==> src/rtl/csc_pkg.sv <==
package csc_pkg;

    localparam int ACC_W  = 32;
    localparam int HUE_W  = 8;
    localparam int FCNT_W = 4;
    localparam int HCNT_W = 10;

    typedef enum logic {
        SEQ_FOUR  = 1'b0,
        SEQ_EIGHT = 1'b1
    } seq_len_e;

    typedef struct packed {
        logic [ACC_W-1:0]  inc;
        logic [HUE_W-1:0]  hue;
        logic [HCNT_W-1:0] bst_start;
        logic [HCNT_W-1:0] bst_len;
    } line_cfg_t;

    function automatic logic [FCNT_W-1:0] last_field(seq_len_e m);
        return (m == SEQ_EIGHT) ? FCNT_W'(7) : FCNT_W'(3);
    endfunction

endpackage

==> src/rtl/csc_line_ctrl.sv <==
module csc_line_ctrl
    import csc_pkg::*;
(
    input  logic              clk,
    input  logic              rst,
    input  logic              line_start,
    input  line_cfg_t         cfg_in,
    output line_cfg_t         cfg_act,
    output logic [HCNT_W-1:0] hcnt
);

    localparam logic [HCNT_W-1:0] HCNT_MAX = '1;

    always_ff @(posedge clk) begin
        if (rst) begin
            cfg_act <= '0;
            hcnt    <= '0;
        end else if (line_start) begin
            cfg_act <= cfg_in;
            hcnt    <= '0;
        end else if (hcnt != HCNT_MAX) begin
            hcnt    <= hcnt + 1'b1;
        end
    end

endmodule

==> src/rtl/csc_field_seq.sv <==
module csc_field_seq
    import csc_pkg::*;
(
    input  logic              clk,
    input  logic              rst,
    input  logic              field_start,
    input  seq_len_e          mode,
    output logic [FCNT_W-1:0] fidx,
    output logic              seq_wrap
);

    assign seq_wrap = field_start && (fidx >= last_field(mode));

    always_ff @(posedge clk) begin
        if (rst) begin
            fidx <= '0;
        end else if (field_start) begin
            fidx <= seq_wrap ? '0 : fidx + 1'b1;
        end
    end

endmodule

==> src/rtl/csc_phase_acc.sv <==
module csc_phase_acc
    import csc_pkg::*;
#(
    parameter int OUT_W = 10
) (
    input  logic             clk,
    input  logic             rst,
    input  logic             clear,
    input  logic [ACC_W-1:0] inc,
    input  logic [HUE_W-1:0] hue,
    input  logic             en,
    output logic [ACC_W-1:0] acc_q,
    output logic [OUT_W-1:0] phase
);

    localparam int HUE_SH = OUT_W - HUE_W;

    logic [OUT_W-1:0] top_bits;
    logic [OUT_W-1:0] hue_al;

    generate
        if (HUE_SH >= 0) begin : g_hue_shift
            assign hue_al = OUT_W'(hue) << HUE_SH;
        end else begin : g_hue_trim
            assign hue_al = hue[HUE_W-1 -: OUT_W];
        end
    endgenerate

    always_ff @(posedge clk) begin
        if (rst || clear) begin
            acc_q <= '0;
        end else begin
            acc_q <= acc_q + inc;
        end
    end

    assign top_bits = acc_q[ACC_W-1 -: OUT_W];
    assign phase    = en ? (top_bits + hue_al) : '0;

endmodule

==> src/rtl/chroma_phase_gen.sv <==
module chroma_phase_gen
    import csc_pkg::*;
#(
    parameter int OUT_W = 10
) (
    input  logic               clk,
    input  logic               rst,
    input  logic               line_start,
    input  logic               field_start,
    input  logic               pal_mode,
    input  logic               seq_reset_dis,
    input  logic               chroma_off,
    input  logic [ACC_W-1:0]   phase_inc,
    input  logic [HUE_W-1:0]   hue_ofs,
    input  logic [HCNT_W-1:0]  burst_start,
    input  logic [HCNT_W-1:0]  burst_len,
    output logic [OUT_W-1:0]   phase_out,
    output logic [FCNT_W-1:0]  field_idx,
    output logic               burst_gate,
    output logic               chroma_en
);

    line_cfg_t         cfg_in;
    line_cfg_t         cfg_act;
    logic [HCNT_W-1:0] hcnt;
    logic              seq_wrap;
    logic              en_q;
    logic [ACC_W-1:0]  acc_q;
    logic [HCNT_W:0]   bst_end;

    assign cfg_in = '{inc: phase_inc, hue: hue_ofs,
                      bst_start: burst_start, bst_len: burst_len};

    csc_line_ctrl u_line (
        .clk        (clk),
        .rst        (rst),
        .line_start (line_start),
        .cfg_in     (cfg_in),
        .cfg_act    (cfg_act),
        .hcnt       (hcnt)
    );

    csc_field_seq u_field (
        .clk         (clk),
        .rst         (rst),
        .field_start (field_start),
        .mode        (seq_len_e'(pal_mode)),
        .fidx        (field_idx),
        .seq_wrap    (seq_wrap)
    );

    csc_phase_acc #(.OUT_W(OUT_W)) u_acc (
        .clk   (clk),
        .rst   (rst),
        .clear (seq_wrap && !seq_reset_dis),
        .inc   (cfg_act.inc),
        .hue   (cfg_act.hue),
        .en    (en_q),
        .acc_q (acc_q),
        .phase (phase_out)
    );

    always_ff @(posedge clk) begin
        if (rst) en_q <= 1'b0;
        else     en_q <= !chroma_off;
    end

    assign bst_end    = {1'b0, cfg_act.bst_start} + {1'b0, cfg_act.bst_len};
    assign burst_gate = en_q && (hcnt >= cfg_act.bst_start)
                             && ({1'b0, hcnt} < bst_end);
    assign chroma_en  = en_q;

endmodule

==> config.mk <==
export PLATFORM = sky130hd
export DESIGN_NAME = chroma_phase_gen
export DESIGN_NICKNAME = d
export VERILOG_FILES = /design/src/rtl/csc_pkg.sv /design/src/rtl/csc_line_ctrl.sv /design/src/rtl/csc_field_seq.sv /design/src/rtl/csc_phase_acc.sv /design/src/rtl/chroma_phase_gen.sv
export SDC_FILE = /design/constraint.sdc
export NUM_CORES = 1
export LEC_CHECK = 0
export BUFFER_PORTS_ARGS = -buffer_cell sky130_fd_sc_hd__buf_2
export CORE_MARGIN = 3
export CORE_UTILIZATION = 30
export CTS_CLUSTER_SIZE = 25
export DETAILED_ROUTE_END_ITERATION = 10
export GPL_ROUTABILITY_DRIVEN = 0
export PLACE_DENSITY = 0.57
export SYNTH_ARGS = -nofsm -noshare
export SYNTH_HDL_FRONTEND = slang
export SYNTH_SLANG_ARGS = --single-unit
==> constraint.sdc <==
create_clock -name clk -period 4.4 [get_ports clk]
set_input_delay 0.44 -clock clk [delete_from_list [all_inputs] [get_ports clk]]
set_output_delay 0.44 -clock clk [all_outputs]
set_load 0.005 [all_outputs]
## After elaboration in Yosys (flattened, before gate mapping)

Index checks and enable logic that the tools add are counted.

- Order comparisons: 3
- Equal/unequal tests: 1
- Add/sub/neg operators: 5
- Muxes and demuxes: 3
- Reduce and logical (&&, ||, !) cells: 8

Operator list:

| kind | count |
|---|---|
| $add 32x32->32 | 1 |
| $add 10x10->11 | 1 |
| $lt 10x11->1 | 1 |
| $add 10x1->10 const B | 1 |
| $add 10x10->10 | 1 |
| $ge 10x10->1 | 1 |
| $mux 10 | 1 |
| $ne 10x10->1 const B | 1 |
| $add 4x1->4 const B | 1 |
| $ge 4x4->1 | 1 |
| $logic_and 1x1->1 | 4 |
| $mux 4 | 1 |
| $mux 3 | 1 |
| $logic_not 1->1 | 2 |
| $reduce_or 2->1 | 1 |
| $logic_or 1x1->1 | 1 |

- Output and inout bits: 16
- Bits in registers: 107

## Depth between registers and ports, before layout

- Word-level depth: 5
- Gate-level depth with buffers: 16

## Modules after synthesis

A second synthesis with hierarchy kept.

- Cells, all modules: 760
- Area total of the unflattened synthesis: 6721.4 sq um

Modules (own cells, without submodules):

| module | instances | cells an instance | area an instance (sq um) |
|---|---|---|---|
| csc_phase_acc | 1 | 373 | 2989.1 |
| csc_line_ctrl | 1 | 250 | 2611.3 |
| chroma_phase_gen | 1 | 115 | 923.4 |
| csc_field_seq | 1 | 22 | 197.7 |

## Least setup slack after synthesis

Ideal clock, no wire load.

- Kind: reg-to-output
- Start: register, netlist name u_line.cfg_act[0]
- End: output port burst_gate
- Arrival: 3072 ps
- Buffers on the path: 0
- Stages on the path, launching flop included: 16
- Required time: 3960 ps
- Path slack: 888 ps
- Cell sequence: dfxtp_1 ha_1 fa_1 a21o_1 a21oi_1 o21bai_1 a21oi_1 nor2b_1 o21a_1 nor2_1 xor2_1 ha_1 or4_1 nor2_1 a2111oi_0 a211oi_1

- Longest elaborated chain between the ends: 3

Ends and longest elaborated chain:

| what | RTL line | text |
|---|---|---|
| $add 10x10->11 | chroma_phase_gen.sv:68 | `assign bst_end = {1'b0, cfg_act.bst_start} + {1'b0, cfg_act.bst_len};` |
| $lt 10x11->1 | chroma_phase_gen.sv:70 | `&& ({1'b0, hcnt} < bst_end);` |
| $logic_and 1x1->1 | chroma_phase_gen.sv:70 |  |
| end, declared | chroma_phase_gen.sv:19 | `output logic burst_gate,` |

Every way passes these cells.

## Worst setup path in the final report

- Start: register, netlist name u_line.cfg_act[10]
- End: output port burst_gate

- Longest elaborated chain between the ends: 3
- Elaborated cells between the ends (all ways): 5

Ends and longest elaborated chain:

| what | RTL line |
|---|---|
| $add 10x10->11 or $ge 10x10->1 (tied branches) | chroma_phase_gen.sv:68, chroma_phase_gen.sv:69 |
| $lt 10x11->1 or $logic_and 1x1->1 (tied branches) | chroma_phase_gen.sv:70, chroma_phase_gen.sv:69 |
| $logic_and 1x1->1 * | chroma_phase_gen.sv:70 |

Mark *: on every way between the ends. The rest lies on a longest branch, timed or not.

==> results.tsv <==
metric	value	unit
status	complete, no violations	
viasPerCell	4.67	
leakagePower	3.43	nW
post_cts_resized	0	
worstMarginPinSlew	1060	ps
finalHoldViolations	0	
critPathLaunch	u_line.cfg_act[10]$_SDFFE_PP0P_	
dpl_worst_slack	428	ps
endpoint_kind	output pin	
post_cts_buffers	0	
die_w	152	um
layout-drive-gt1-share	16.2	%
drcViolationCount	0	
syn_nets	848	
area_growth	14.7	%
maxSlewViolCount	0	
clkTransAtPathRegs	70	ps
min_period_over_period	94.0	%
startpoint_type	register	
drt-initial-drc-count	250	
power.density	377	nW/um2
fp.dieH	152	um
rows	52	
gr-total-overflow	0	
clk_latency	350	ps
cts_max_level	3	
multiInputGateArea	4000	um2
clk_path_buf_depth	2	
initial_core_util	31.0	%
ant_nets	0	
fmax	242	MHz
cts_tree	yes	
ys_warn_count	0	
p_total	2.76	mW
avgSynthCellArea	9.01	um2
synth_cell_types	64	
cts_hold_buf	0	
synth_top_flop_cell	dfxtp_1	
async_flop_share	0	%
wire_per_inst	13.5	um
crit_fanout	3	
io_pins	83	
core_area	20600	um2
port_buffers	82	
hpwl	10800	um
regToRegStartpoint	u_line.cfg_act[28]$_SDFFE_PP0P_	
fill_cells	2178	
syn_inst	708	
cts_buffers	9	
fin_skew	8.60	ps
layout.nets	915	
grt_max_degree	62	
synth_seq_cells	107	
num_vias	4907	
fin_crit	4140	ps
seq_area_frac_synth	33.6	%
grt_pass1_vias	4812	
setup_slack	264	ps
critPathKind	register to output pin	
seq_area	2140	um2
grt_use_total	12.6	%
finalSetupTns	0	ps
worstPathArrival	3700	ps
syn-cell-area	6380	um2
clkSinkCount	107	
relSlewSlack	29.2	%
min_path_type	input pin to register	
max-cap-violations	0	
ctsRootBufferMaster	clkbuf_16	
synth_edf_count	0	
vdd_drop_max	0.203	mV
routed_wl	14100	um
hp-start	chroma_off	
setup_violations	0	
grt_pass1_wl	24300	um
first_pass_iters	4	
worstPathRequired	3960	ps
antenna_found_initial	0	
antenna_cells	0	
rsz0062_at_grt	no	
dieArea	23000	um2
==> cell usage after synthesis, types with 3 or more instances <==
cell	n	area, um2
nor2_1	111	417
dfxtp_1	107	2140
ha_1	70	876
mux2i_1	62	621
a21oi_1	45	225
inv_1	28	105
xnor2_1	26	228
nand2_1	24	90.1
xor2_1	23	201
o21ai_0	21	105
a21o_1	19	143
clkbuf_1	16	60.1
and2_1	15	93.8
nand3_1	13	65.1
o21bai_1	10	75.1
nand4_1	9	56.3
nor2b_1	9	56.3
nor3_1	9	45.0
o21a_1	9	67.6
nand2b_1	6	37.5
buf_1	5	18.8
or2_2	5	31.3
o21ai_1	4	20.0
a211oi_1	3	22.5
a21oi_2	3	26.3
a31oi_1	3	18.8
fa_1	3	60.1
==> layout make-up <==
cell class              count  area share (%)
clock buffers              13            3.83
clock inverters             3           0.256
inverters                  28            1.44
multi-input cells         545            54.7
flip-flops and latches    107            29.3
well taps                 270            4.62
repair buffers             84            5.85
==> state kept, by name, indices dropped and copies added (netlist names) <==
signal          cells
chroma_en           1
u_acc.acc_q        32
u_field.fidx        4
u_line.cfg_act     60
u_line.hcnt        10
==> report_power, final <==
group          switching [mW]  total, mW  leakage [nW]  internal (mW)
Sequential             0.0671       1.16         0.883           1.09
Combinational           0.433      0.786          2.40          0.352
Clock                   0.369      0.816         0.152          0.447
Total                   0.870       2.76          3.43           1.89
==> cells in the final DEF, fill, tap and decap left out, types with 6 or more instances in the layout <==
cell type | netlist | routed
a21o_1 | 19 | 19
a21oi_1 | 45 | 43
and2_1 | 15 | 15
buf_2 | 2 | 81
clkbuf_16 | 0 | 9
dfxtp_1 | 107 | 106
ha_1 | 70 | 70
inv_1 | 28 | 28
mux2i_1 | 62 | 62
nand2_1 | 24 | 24
nand2b_1 | 6 | 6
nand3_1 | 13 | 13
nand4_1 | 9 | 9
nor2_1 | 111 | 111
nor2b_1 | 9 | 9
nor3_1 | 9 | 9
o21a_1 | 9 | 9
o21ai_0 | 21 | 20
o21bai_1 | 10 | 10
xnor2_1 | 26 | 26
xor2_1 | 23 | 23
==> final timing paths <==
path | end | slack (ps) | cells after the start
setup / recovery | burst_gate | 260 | 16
hold / removal | chroma_en$_SDFF_PP0_ | 250 | 2
setup reg to reg | u_acc.acc_q[24]$_SDFF_PP0_ | 1650 | 11
hold reg to reg | u_line.cfg_act[26]$_SDFFE_PP0P_ | 500 | 2
==> cell families after synthesis <==
family	count (synthesis)	synth area share, %
AND/OR/NAND/NOR	217	16.1
AO/OA/AOI/OAI	143	15.2
flip-flops	107	33.6
adder cells (fa/ha/maj)	73	14.7
multiplexers	63	9.91
buffers and inverters	56	3.81
XOR/XNOR	49	6.73
==> critical path: stages, from the launching register on <==
cell and delay (ps):
dfxtp_1 330, ha_1 210, fa_2 350, a21o_1 180, a21oi_2 170, o21bai_1 100, a21oi_2 170, nor2b_1 70
o21a_1 180, nor2_1 120, xor2_1 90, ha_1 190, or4_1 520, nor2_1 100, a2111oi_0 90, a211oi_1 300
buf_2 170
==> through the flow <==
step                      utilization [%]  hold WS, ps  instances  area, um2
after CTS                            35.5          231       1050       7310
after global placement               34.1          481       1034       7010
after detailed placement             34.1          491       1034       7010
final                                35.6          246       1050       7320
after global routing                 35.6          231       1050       7320
after floorplan                         -          467        708       6380
==> routing by layer <==
metal / vias up / part of all wire [%] / GRT usage (%)
met5: - / 0 / 0
met4: 0 / 1.2 / 3.34
met3: 11 / 3.4 / 2.87
met2: 72 / 43 / 19.1
met1: 2205 / 52 / 18.0
li1: 2619 / - / -
No activity file was read; power rests on OpenSTA's default activity.
